===== config.mk =====
export PLATFORM = sky130hd
export DESIGN_NAME = isoc_ring_fetcher
export DESIGN_NICKNAME = d
export VERILOG_FILES = /design/src/rtl/isoc_ring_pkg.sv /design/src/rtl/isoc_desc_mem.sv /design/src/rtl/isoc_desc_cache.sv /design/src/rtl/isoc_ev_queue.sv /design/src/rtl/isoc_ring_fetcher.sv
export SDC_FILE = /design/constraint.sdc
export NUM_CORES = 1
export LEC_CHECK = 0
export BUFFER_PORTS_ARGS = -buffer_cell sky130_fd_sc_hd__buf_4
export CELL_PAD_IN_SITES_DETAIL_PLACEMENT = 0
export CELL_PAD_IN_SITES_GLOBAL_PLACEMENT = 1
export CORE_UTILIZATION = 35
export CTS_BUF_LIST = sky130_fd_sc_hd__clkbuf_4 sky130_fd_sc_hd__clkbuf_8
export CTS_CLUSTER_DIAMETER = 50
export DETAILED_ROUTE_END_ITERATION = 8
export PLACE_DENSITY = 0.57
export SETUP_SLACK_MARGIN = 0.4
export SLEW_MARGIN = 10
export SYNTH_ARGS = -nofsm -noshare
export SYNTH_HDL_FRONTEND = slang
export SYNTH_HIERARCHICAL = 1
export SYNTH_SLANG_ARGS = --single-unit

===== constraint.sdc =====
create_clock -name clk -period 4.35 [get_ports clk]
set_clock_uncertainty 0.2 [all_clocks]
set_input_delay 0.2175 -clock clk [delete_from_list [all_inputs] [get_ports clk]]
set_output_delay 0.2175 -clock clk [all_outputs]
set_load 0.01 [all_outputs]

===== src/rtl/isoc_ring_pkg.sv =====
package isoc_ring_pkg;

  localparam int LEN_W = 12;

  typedef struct packed {
    logic             own;
    logic             ioc;
    logic             link;
    logic             done;
    logic [LEN_W-1:0] len;
  } desc_t;

  localparam int DESC_W = $bits(desc_t);

  typedef enum logic [1:0] {
    EV_NONE      = 2'd0,
    EV_PROGRESS  = 2'd1,
    EV_NOT_READY = 2'd2,
    EV_MISSED    = 2'd3
  } ev_kind_t;

  // Status word stored after a transfer finishes.
  function automatic desc_t retire_desc(input desc_t d, input logic [LEN_W-1:0] moved);
    desc_t r;
    r      = '0;
    r.ioc  = d.ioc;
    r.done = 1'b1;
    r.len  = moved;
    return r;
  endfunction

endpackage


===== src/rtl/isoc_desc_mem.sv =====
module isoc_desc_mem
  import isoc_ring_pkg::*;
#(
  parameter int DEPTH = 16,
  localparam int AW = $clog2(DEPTH)
) (
  input  logic          clk,
  input  logic          rst_n,
  input  logic          sw_we,
  input  logic [AW-1:0] sw_addr,
  input  desc_t         sw_wdata,
  output desc_t         sw_rdata,
  input  logic          eng_we,
  input  logic [AW-1:0] eng_waddr,
  input  desc_t         eng_wdata,
  input  logic [AW-1:0] eng_raddr,
  output desc_t         eng_rdata
);

  desc_t mem_q [DEPTH];

  always_ff @(posedge clk) begin
    if (!rst_n) begin
      for (int i = 0; i < DEPTH; i++) mem_q[i] <= '0;
      sw_rdata <= '0;
    end else begin
      if (eng_we) mem_q[eng_waddr] <= eng_wdata;
      if (sw_we)  mem_q[sw_addr]   <= sw_wdata;
      sw_rdata <= mem_q[sw_addr];
    end
  end

  assign eng_rdata = mem_q[eng_raddr];

endmodule


===== src/rtl/isoc_desc_cache.sv =====
module isoc_desc_cache
  import isoc_ring_pkg::*;
#(
  parameter int N  = 4,
  parameter int AW = 4,
  localparam int PW = (N > 1) ? $clog2(N) : 1,
  localparam int CW = $clog2(N + 1)
) (
  input  logic          clk,
  input  logic          rst_n,
  input  logic          flush,
  input  logic          push,
  input  desc_t         push_d,
  input  logic [AW-1:0] push_idx,
  input  logic          pop,
  output desc_t         head_d,
  output logic [AW-1:0] head_idx,
  output logic [CW-1:0] count,
  output logic          full
);

  desc_t         d_q [N];
  logic [AW-1:0] i_q [N];
  logic [PW-1:0] hd_q, tl_q;
  logic [CW-1:0] cnt_q;

  function automatic logic [PW-1:0] step(input logic [PW-1:0] p);
    return (p == PW'(N - 1)) ? '0 : p + 1'b1;
  endfunction

  logic do_push, do_pop;
  assign do_push = push && (cnt_q != CW'(N));
  assign do_pop  = pop && (cnt_q != '0);

  always_ff @(posedge clk) begin
    if (!rst_n || flush) begin
      hd_q  <= '0;
      tl_q  <= '0;
      cnt_q <= '0;
    end else begin
      if (do_push) tl_q <= step(tl_q);
      if (do_pop)  hd_q <= step(hd_q);
      cnt_q <= cnt_q + CW'(do_push) - CW'(do_pop);
    end
  end

  always_ff @(posedge clk) begin
    if (do_push && !flush) begin
      d_q[tl_q] <= push_d;
      i_q[tl_q] <= push_idx;
    end
  end

  assign head_d   = d_q[hd_q];
  assign head_idx = i_q[hd_q];
  assign count    = cnt_q;
  assign full     = (cnt_q == CW'(N));

endmodule


===== src/rtl/isoc_ev_queue.sv =====
module isoc_ev_queue #(
  parameter int N  = 4,
  parameter int AW = 4,
  localparam int PW = (N > 1) ? $clog2(N) : 1,
  localparam int CW = $clog2(N + 1)
) (
  input  logic          clk,
  input  logic          rst_n,
  input  logic          push,
  input  logic [1:0]    push_kind,
  input  logic [AW-1:0] push_idx,
  output logic          out_valid,
  input  logic          out_ready,
  output logic [1:0]    out_kind,
  output logic [AW-1:0] out_idx,
  output logic          full
);

  logic [1:0]    k_q [N];
  logic [AW-1:0] i_q [N];
  logic [PW-1:0] hd_q, tl_q;
  logic [CW-1:0] cnt_q;

  function automatic logic [PW-1:0] step(input logic [PW-1:0] p);
    return (p == PW'(N - 1)) ? '0 : p + 1'b1;
  endfunction

  logic do_push, do_pop;
  assign do_push = push && (cnt_q != CW'(N));
  assign do_pop  = out_ready && (cnt_q != '0);

  always_ff @(posedge clk) begin
    if (!rst_n) begin
      hd_q  <= '0;
      tl_q  <= '0;
      cnt_q <= '0;
    end else begin
      if (do_push) tl_q <= step(tl_q);
      if (do_pop)  hd_q <= step(hd_q);
      cnt_q <= cnt_q + CW'(do_push) - CW'(do_pop);
    end
  end

  always_ff @(posedge clk) begin
    if (do_push) begin
      k_q[tl_q] <= push_kind;
      i_q[tl_q] <= push_idx;
    end
  end

  assign out_valid = (cnt_q != '0);
  assign out_kind  = k_q[hd_q];
  assign out_idx   = i_q[hd_q];
  assign full      = (cnt_q == CW'(N));

endmodule


===== src/rtl/isoc_ring_fetcher.sv =====
module isoc_ring_fetcher
  import isoc_ring_pkg::*;
#(
  parameter int DEPTH   = 16,
  parameter int CACHE_N = 4,
  parameter int EQ_N    = 4,
  localparam int AW = $clog2(DEPTH),
  localparam int CW = $clog2(CACHE_N + 1)
) (
  input  logic              clk,
  input  logic              rst_n,
  input  logic              cmd_start,
  input  logic [AW-1:0]     cmd_base,
  input  logic              cmd_update,
  input  logic              cmd_stop,
  input  logic              sw_we,
  input  logic [AW-1:0]     sw_addr,
  input  logic [DESC_W-1:0] sw_wdata,
  output logic [DESC_W-1:0] sw_rdata,
  input  logic              itv_valid,
  output logic              itv_ready,
  output logic              mv_req,
  output logic [LEN_W-1:0]  mv_len,
  input  logic              mv_done,
  input  logic [LEN_W-1:0]  mv_count,
  output logic              ev_valid,
  input  logic              ev_ready,
  output logic [1:0]        ev_kind,
  output logic [AW-1:0]     ev_idx
);

  // ring index arithmetic
  function automatic logic [AW-1:0] ring_step(input logic [AW-1:0] p);
    return (p == AW'(DEPTH - 1)) ? '0 : p + 1'b1;
  endfunction

  function automatic logic [AW-1:0] link_target(input desc_t d);
    return d.len[AW-1:0];
  endfunction

  // state
  logic             running;
  logic [AW-1:0]    fptr;
  logic             act;
  logic [AW-1:0]    act_idx;
  logic             act_ioc;
  logic [LEN_W-1:0] act_len;

  // named internal events
  logic          flush;
  logic          accept;
  logic          fetch_fire;
  logic          fetch_link;
  logic          wb_fire;
  logic          ev_push;
  logic [1:0]    ev_push_kind;
  logic [AW-1:0] ev_push_idx;
  logic [AW-1:0] resume_pos;

  // sub-block wires
  desc_t         fetch_d, sw_rd_d, head_d, wb_d;
  logic [AW-1:0] head_idx;
  logic [CW-1:0] cache_cnt;
  logic          cache_full;
  logic          eq_full;
  logic          cache_push, cache_pop;

  isoc_desc_mem #(.DEPTH(DEPTH)) u_mem (
    .clk       (clk),
    .rst_n     (rst_n),
    .sw_we     (sw_we),
    .sw_addr   (sw_addr),
    .sw_wdata  (desc_t'(sw_wdata)),
    .sw_rdata  (sw_rd_d),
    .eng_we    (wb_fire),
    .eng_waddr (act_idx),
    .eng_wdata (wb_d),
    .eng_raddr (fptr),
    .eng_rdata (fetch_d)
  );
  assign sw_rdata = sw_rd_d;

  isoc_desc_cache #(.N(CACHE_N), .AW(AW)) u_cache (
    .clk      (clk),
    .rst_n    (rst_n),
    .flush    (flush),
    .push     (cache_push),
    .push_d   (fetch_d),
    .push_idx (fptr),
    .pop      (cache_pop),
    .head_d   (head_d),
    .head_idx (head_idx),
    .count    (cache_cnt),
    .full     (cache_full)
  );

  isoc_ev_queue #(.N(EQ_N), .AW(AW)) u_evq (
    .clk       (clk),
    .rst_n     (rst_n),
    .push      (ev_push),
    .push_kind (ev_push_kind),
    .push_idx  (ev_push_idx),
    .out_valid (ev_valid),
    .out_ready (ev_ready),
    .out_kind  (ev_kind),
    .out_idx   (ev_idx),
    .full      (eq_full)
  );

  // command and interval decode
  assign flush      = cmd_start || cmd_stop || cmd_update;
  assign itv_ready  = !act && !eq_full && !flush && (!running || (cache_cnt != '0));
  assign accept     = itv_valid && itv_ready;
  assign cache_pop  = accept && running;
  assign resume_pos = (cache_cnt != '0) ? head_idx : fptr;

  // prefetch
  assign fetch_fire = running && !flush && !cache_full;
  assign fetch_link = fetch_fire && fetch_d.link;
  assign cache_push = fetch_fire && !fetch_d.link;

  // completion
  assign wb_fire = act && mv_done;
  assign wb_d    = retire_desc(desc_t'({1'b0, act_ioc, 2'b00, act_len}), mv_count);

  // event source selection: intervals and completions never coincide
  always_comb begin
    ev_push      = 1'b0;
    ev_push_kind = EV_NONE;
    ev_push_idx  = '0;
    if (accept && !running) begin
      ev_push      = 1'b1;
      ev_push_kind = EV_NOT_READY;
    end else if (accept && !head_d.own) begin
      ev_push      = 1'b1;
      ev_push_kind = EV_MISSED;
      ev_push_idx  = head_idx;
    end else if (wb_fire && act_ioc) begin
      ev_push      = 1'b1;
      ev_push_kind = EV_PROGRESS;
      ev_push_idx  = act_idx;
    end
  end

  // fetch pointer and run state
  always_ff @(posedge clk) begin
    if (!rst_n) begin
      running <= 1'b0;
      fptr    <= '0;
    end else if (cmd_start) begin
      running <= 1'b1;
      fptr    <= cmd_base;
    end else if (cmd_stop) begin
      running <= 1'b0;
    end else if (cmd_update) begin
      fptr <= resume_pos;
    end else if (fetch_fire) begin
      fptr <= fetch_link ? link_target(fetch_d) : ring_step(fptr);
    end
  end

  // active transfer
  always_ff @(posedge clk) begin
    if (!rst_n) begin
      act     <= 1'b0;
      act_idx <= '0;
      act_ioc <= 1'b0;
      act_len <= '0;
    end else if (cache_pop && head_d.own) begin
      act     <= 1'b1;
      act_idx <= head_idx;
      act_ioc <= head_d.ioc;
      act_len <= head_d.len;
    end else if (wb_fire) begin
      act <= 1'b0;
    end
  end

  assign mv_req = act;
  assign mv_len = act_len;

endmodule


* Word-level counts from Yosys, hierarchy flattened *
Memories as Yosys holds them, arrays and structs flattened. A register that Yosys moved wholly into a read port is not among the register bits.
Index checks and enable logic that the tools add are counted.

operators by class
  add/sub/neg operators = 9
  equality and inequality tests = 11
  mux-type cells = 51
  reductions and logical operators = 40

operators by type and width
  kind                                            number
  2-to-1 mux 4 bit                                14
  2-to-1 mux 16 bit                               2
  OR reduction 16 bit                             2
  2-to-1 mux 2 bit                                14
  2-to-1 mux 1 bit                                21
  logical AND 1 bit                               19
  zero test 1 bit                                 9
  nonzero test 3 bit                              3
  adder 2 x 1 -> 2 bit (second input constant)    4
  == test 2 bit (second input constant)           4
  adder 3 x 1 -> 3 bit                            2
  == test 3 bit (second input constant)           2
  != test 3 bit (second input constant)           2
  subtractor 3 x 1 -> 3 bit                       2
  adder 4 x 1 -> 4 bit (second input constant)    1
  == test 4 bit (second input constant)           1
  logical OR 1 bit                                4
  nonzero test 2 bit                              2
  != test 3 x 2 -> 1 bit (second input constant)  1
  AND reduction 3 bit                             1
  != test 2 bit (second input constant)           1

word-level totals
  register bits after elaboration = 37
  memory bits (writable) = 360
  input bits = 45
  output and inout bits = 37
  word-level logic and storage cells = 128
  memories = 5

memories
  memory       depth  bits a word  read ports  clocked after Yosys merged registers in  write ports  RTL line               text
  u_mem.mem_q  16     16           2           2                                        16           isoc_desc_mem.sv:20    desc_t mem_q [DEPTH];
  u_cache.d_q  4      16           1           1                                        1            isoc_desc_cache.sv:22  desc_t d_q [N];
  u_cache.i_q  4      4            1           1                                        1            isoc_desc_cache.sv:23  logic [AW-1:0] i_q [N];
  u_evq.i_q    4      4            1           1                                        1            isoc_ev_queue.sv:20    logic [AW-1:0] i_q [N];
  u_evq.k_q    4      2            1           1                                        1            isoc_ev_queue.sv:19    logic [1:0] k_q [N];

* Longest topological paths before layout *
  word-level depth = 13
  mapped depth = 16
  depth with buffers taken out = 13

* By module *
Netlist, hierarchy kept.

modules (own cells, without submodules)
  module             times used  cells an instance  area an instance (µm²)
  isoc_desc_mem      1           1042               15571.2
  isoc_desc_cache    1           154                3394.5
  isoc_ev_queue      1           83                 1356.3
  isoc_ring_fetcher  1           137                1287.5

* Least setup slack after synthesis *
No wires, ideal clock.

  path kind = reg2reg
  from = register, netlist name fptr[0]
  to = memory u_cache/d_q[0][0] in the netlist's numbering (enable)
  arrival time = 3.869 ns
  required time = 3.723 ns
  slack = -0.145 ns
  stages on the path, launching flop included = 10
  cell sequence = dfxtp_1 > buf_2 > buf_2 > mux4_2 > a22oi_1 > nand2_1 > nor4_1 > nand2b_1 > buf_6 > nor3b_1

RTL lines
  item              RTL line
  end: declaration  isoc_desc_cache.sv:22

* Final worst setup path *
  from = register fptr[0]
  to = register fptr[1]

between the ends
  cells in the longest elaborated chain, start to end = 7
  elaborated cells on any way between the ends = 8

ends and longest elaborated chain
  item                                                   RTL line                  text
  start: declaration                                     isoc_ring_fetcher.sv:43   logic [AW-1:0] fptr;
  start signal: assignment                               isoc_ring_fetcher.sv:152  fptr <= cmd_base;
  start signal: assignment                               isoc_ring_fetcher.sv:156  fptr <= resume_pos;
  start signal: assignment                               isoc_ring_fetcher.sv:158  fptr <= fetch_link ? link_target(fetch_d) : ring_step(fptr);
  adder 4 x 1 -> 4 bit or == test 4 bit (tied branches)  isoc_ring_fetcher.sv:34   return (p == AW'(DEPTH - 1)) ? '0 : p + 1'b1;
  2-to-1 mux 4 bit (*)                                   isoc_ring_fetcher.sv:34
  2-to-1 mux 4 bit (*)                                   isoc_ring_fetcher.sv:158
  2-to-1 mux 4 bit (*)                                   isoc_ring_fetcher.sv:157  end else if (fetch_fire) begin
  2-to-1 mux 4 bit (*)                                   isoc_ring_fetcher.sv:155  end else if (cmd_update) begin
  2-to-1 mux 4 bit (*)                                   isoc_ring_fetcher.sv:153  end else if (cmd_stop) begin
  2-to-1 mux 4 bit (*)                                   isoc_ring_fetcher.sv:150  end else if (cmd_start) begin

Mark *: on every way between the ends. The rest lies on a longest branch, timed or not. The select of a mux whose other input is x is not followed.
A chain may end at the register's enable or synchronous reset.

==> results.md <==
- Run status: completed
- Highest cell delay on the worst timing path: slightly above 0.6 ns
- Root buf cell: sky130_fd_sc_hd__clkbuf_8
- Placed inst area: ~23,000 um^2
- # nets final: approximately 1,600
- Switching Power: roughly 0.0025 W
- Finished Cell Area: around 25,000 um^2
- Number of warnings reported in the yosys synthesis log: 6
- Total Wirelength: between 70 and 80 mm
- Number of instances in the synthesized netlist: roughly 1,400
- Cell family contributing the most delay on the critical path: buffers and inverters
- Final period utilization: slightly below 90%
- HPWL after DPL: between 40 and 50 mm
- Worst hold-check slack: 0.219 ns
- TritonCTS clock tree: built
- Arrival time at the worst endpoint: 4.11 ns
- Slew at the pin closest to its max-slew limit: 1.21 ns
- Initial Utilization: between 30% and 40%
- Mean routed wirelength per cell: 30.8 um
- Standby leakage power: about 8.6 nW
- Sequential power share: approximately 47%
- DRC violation count after routing: 0
- Power density cells: between 300 and 400 nW/um^2
- Pre-CTS setup slack: slightly below 0.7 ns
- Post-layout min period: around 3.8 ns
- Number of global-route vias before repair: around 14,000
- Cts bufs inserted: between 70 and 80
- Number of pins with negative max-slew slack in the final report: 0
- Area growth from synthesis to layout: 16.5%
- Classification of the worst setup path: register to register
- Num ports: between 80 and 90
- DRT antenna net count: 0
- Final cell count without fillers: around 2,300
- Die Outline Area: between 60,000 and 70,000 um^2
- Cell-by-cell trace of the critical path: buf_4 > buf_6 > mux4_2 > a22oi_1 > nand2_1 > a41oi_1 > a221o_1 > a21oi_1 > dlygate4sd3_1
- IO buf count: just over 80
- Gr usage total: around a quarter
- Max Root-Sink Buffers: 3
- Clock input transition at the sequential cells of the worst setup and hold paths: approximately 0.070 ns
- Req. time, crit path: ~4.7 ns
- Number of buffers and inverters on the critical path: 3
- Class of the most critical hold timing path: input port to register
- Clk pwr share: 40.8%
- Number of endpoints with negative hold slack in the final report: 0
- CTS H-Tree Depth: 3
- Wire length of the first global-routing pass: 102 mm
- Clock Latency Late Sink: ~0.67 ns
- Final RePlAce weighted congestion: between 0.8 and 0.9
- Total standard cell area after synthesis: roughly 21,000 um^2
- Final TNS setup: 0 ns
- Syn avg cell area: ~15 um^2
- Drt pass-1 iters: 5
- Die height: around 250 um
- Area of the core: about 60,000 um^2
- Via density per instance: between 6 and 7
- Share of final-layout standard cells stronger than drive strength 1: 32.0%
- Upper clock frequency limit: ~260 MHz
- Die extent in x: around 250 um
- Net switching share of the total power: about a quarter
- Combinational Power Share: 12.1%
- Launching element type of the critical path: register
- Slew HR: 19.5%
- # diodes: 0
- Crit. End Element: register
- Internal power of the cells: ~0.0072 W
- Antenna violations before repair: 1
- Routed vias: 14,316
- Placed Instances: around 2,100
- Maximum VDD drop: roughly 0.00021 V
- Highest fanout seen on the critical path: 28
- Number of clock sinks: a little over 400
- Remaining global-route overflow: 0
- Max stage delay cell, worst path: sky130_fd_sc_hd__dlygate4sd3_1
- Unrepaired setup endpoints after global routing: yes
- Pin count of the biggest net entering global routing: between 60 and 70
- Max_cap viols: 0
- Placement row count: 89
- Final setup margin: between 0.5 and 0.6 ns
- Total setup violations reported at the end of the flow: 0
- Iter 0 DRT Violations: 1,409
## worst paths after layout
path | startpoint | end | slack (ns) | cells after the start
hold / removal | sw_addr[1] | u_mem/sw_rdata[15] | 0.22 | 4
setup reg to reg | fptr[0] | fptr[1] | 0.57 | 9
setup / recovery | fptr[0] | fptr[1] | 0.57 | 9
hold reg to reg | u_evq/tl_q[1] | u_evq/tl_q[1] | 0.31 | 2
## cells in the final DEF (no fill, tap or decap), types with 22 or more instances in the layout
cell type	n
sky130_fd_sc_hd__edfxtp_1	352
sky130_fd_sc_hd__a22o_1	275
sky130_fd_sc_hd__buf_4	145
sky130_fd_sc_hd__mux4_2	116
sky130_fd_sc_hd__clkbuf_8	86
sky130_fd_sc_hd__dfxtp_1	55
sky130_fd_sc_hd__mux2i_1	53
sky130_fd_sc_hd__dlygate4sd3_1	53
sky130_fd_sc_hd__a22oi_1	47
sky130_fd_sc_hd__nand2_1	34
sky130_fd_sc_hd__mux2_2	32
sky130_fd_sc_hd__nor2b_1	24
sky130_fd_sc_hd__nor2_1	23
sky130_fd_sc_hd__clkbuf_4	22
## registers in the layout (all words and copies together), names as in the netlist, named ones only
| register | count |
|---|---|
| u_evq/i_q | 16 |
| u_evq/tl_q | 2 |
| act_ioc | 1 |
| u_cache/i_q | 16 |
| mv_len | 12 |
| u_mem/mem_q | 256 |
| u_evq/hd_q | 2 |
| fptr | 4 |
| u_evq/cnt_q | 3 |
| act_idx | 4 |
| u_cache/d_q | 56 |
| u_cache/count | 3 |
| u_evq/k_q | 8 |
| mv_req | 1 |
| u_cache/hd_q | 2 |
| u_cache/tl_q | 2 |
| u_mem/sw_rdata | 16 |
| running | 1 |
## power by group through the flow
stage,Sequential [W],Combinational (W),Clock (W)
floorplan,0.00463,0.000741,0
global placement,0.00467,0.00114,0
detailed placement,0.00468,0.00115,0
CTS,0.00460,0.00118,0.00406
global route,0.00463,0.00126,0.00422
finish,0.00460,0.00119,0.00398
## layout make-up
cell class | instances | area [um^2]
well taps | 773 | 967
clock inverters | 38 | 297
repair buffers | 201 | 1660
multi-input cells | 800 | 8670
fillers | 5483 | 34700
flip-flops and latches | 409 | 11700
inverters | 18 | 67.6
clock buffers | 108 | 1350
## per-stage QoR
| stage | util [%] | power, W |
|---|---|---|
| after floorplan | - | 0.00537 |
| after global placement | 37.9 | 0.00581 |
| after detailed placement | 37.9 | 0.00583 |
| after CTS | 41.6 | 0.00985 |
| after global routing | 41.6 | 0.0101 |
| final | 41.6 | 0.00977 |
## routing by layer
| layer | GRT usage [%] | wire (um) | vias up |
|---|---|---|---|
| met1 | 31.0 | 30400 | 7478 |
| met4 | 8.66 | 2380 | 0 |
| li1 | - | - | 6011 |
| met3 | 5.27 | 5380 | 152 |
| met5 | 0 | 0 | - |
| met2 | 37.7 | 34100 | 675 |
## timing repair
item / 4_1_cts / 5_1_grt
hold endpoints to repair: 279 / 0
hold buffers: 53 / 0
setup endpoints to repair: 0 / 3
buffers inserted: 0 / 0
gates resized for setup: 0 / 4
## tightest hold or removal path, stage by stage
cell	delay (ns)
sky130_fd_sc_hd__buf_4	0.31
sky130_fd_sc_hd__mux4_2	0.32
sky130_fd_sc_hd__a22oi_1	0.07
sky130_fd_sc_hd__o31ai_1	0.08
No activity file was read; power rests on OpenSTA's default activity.
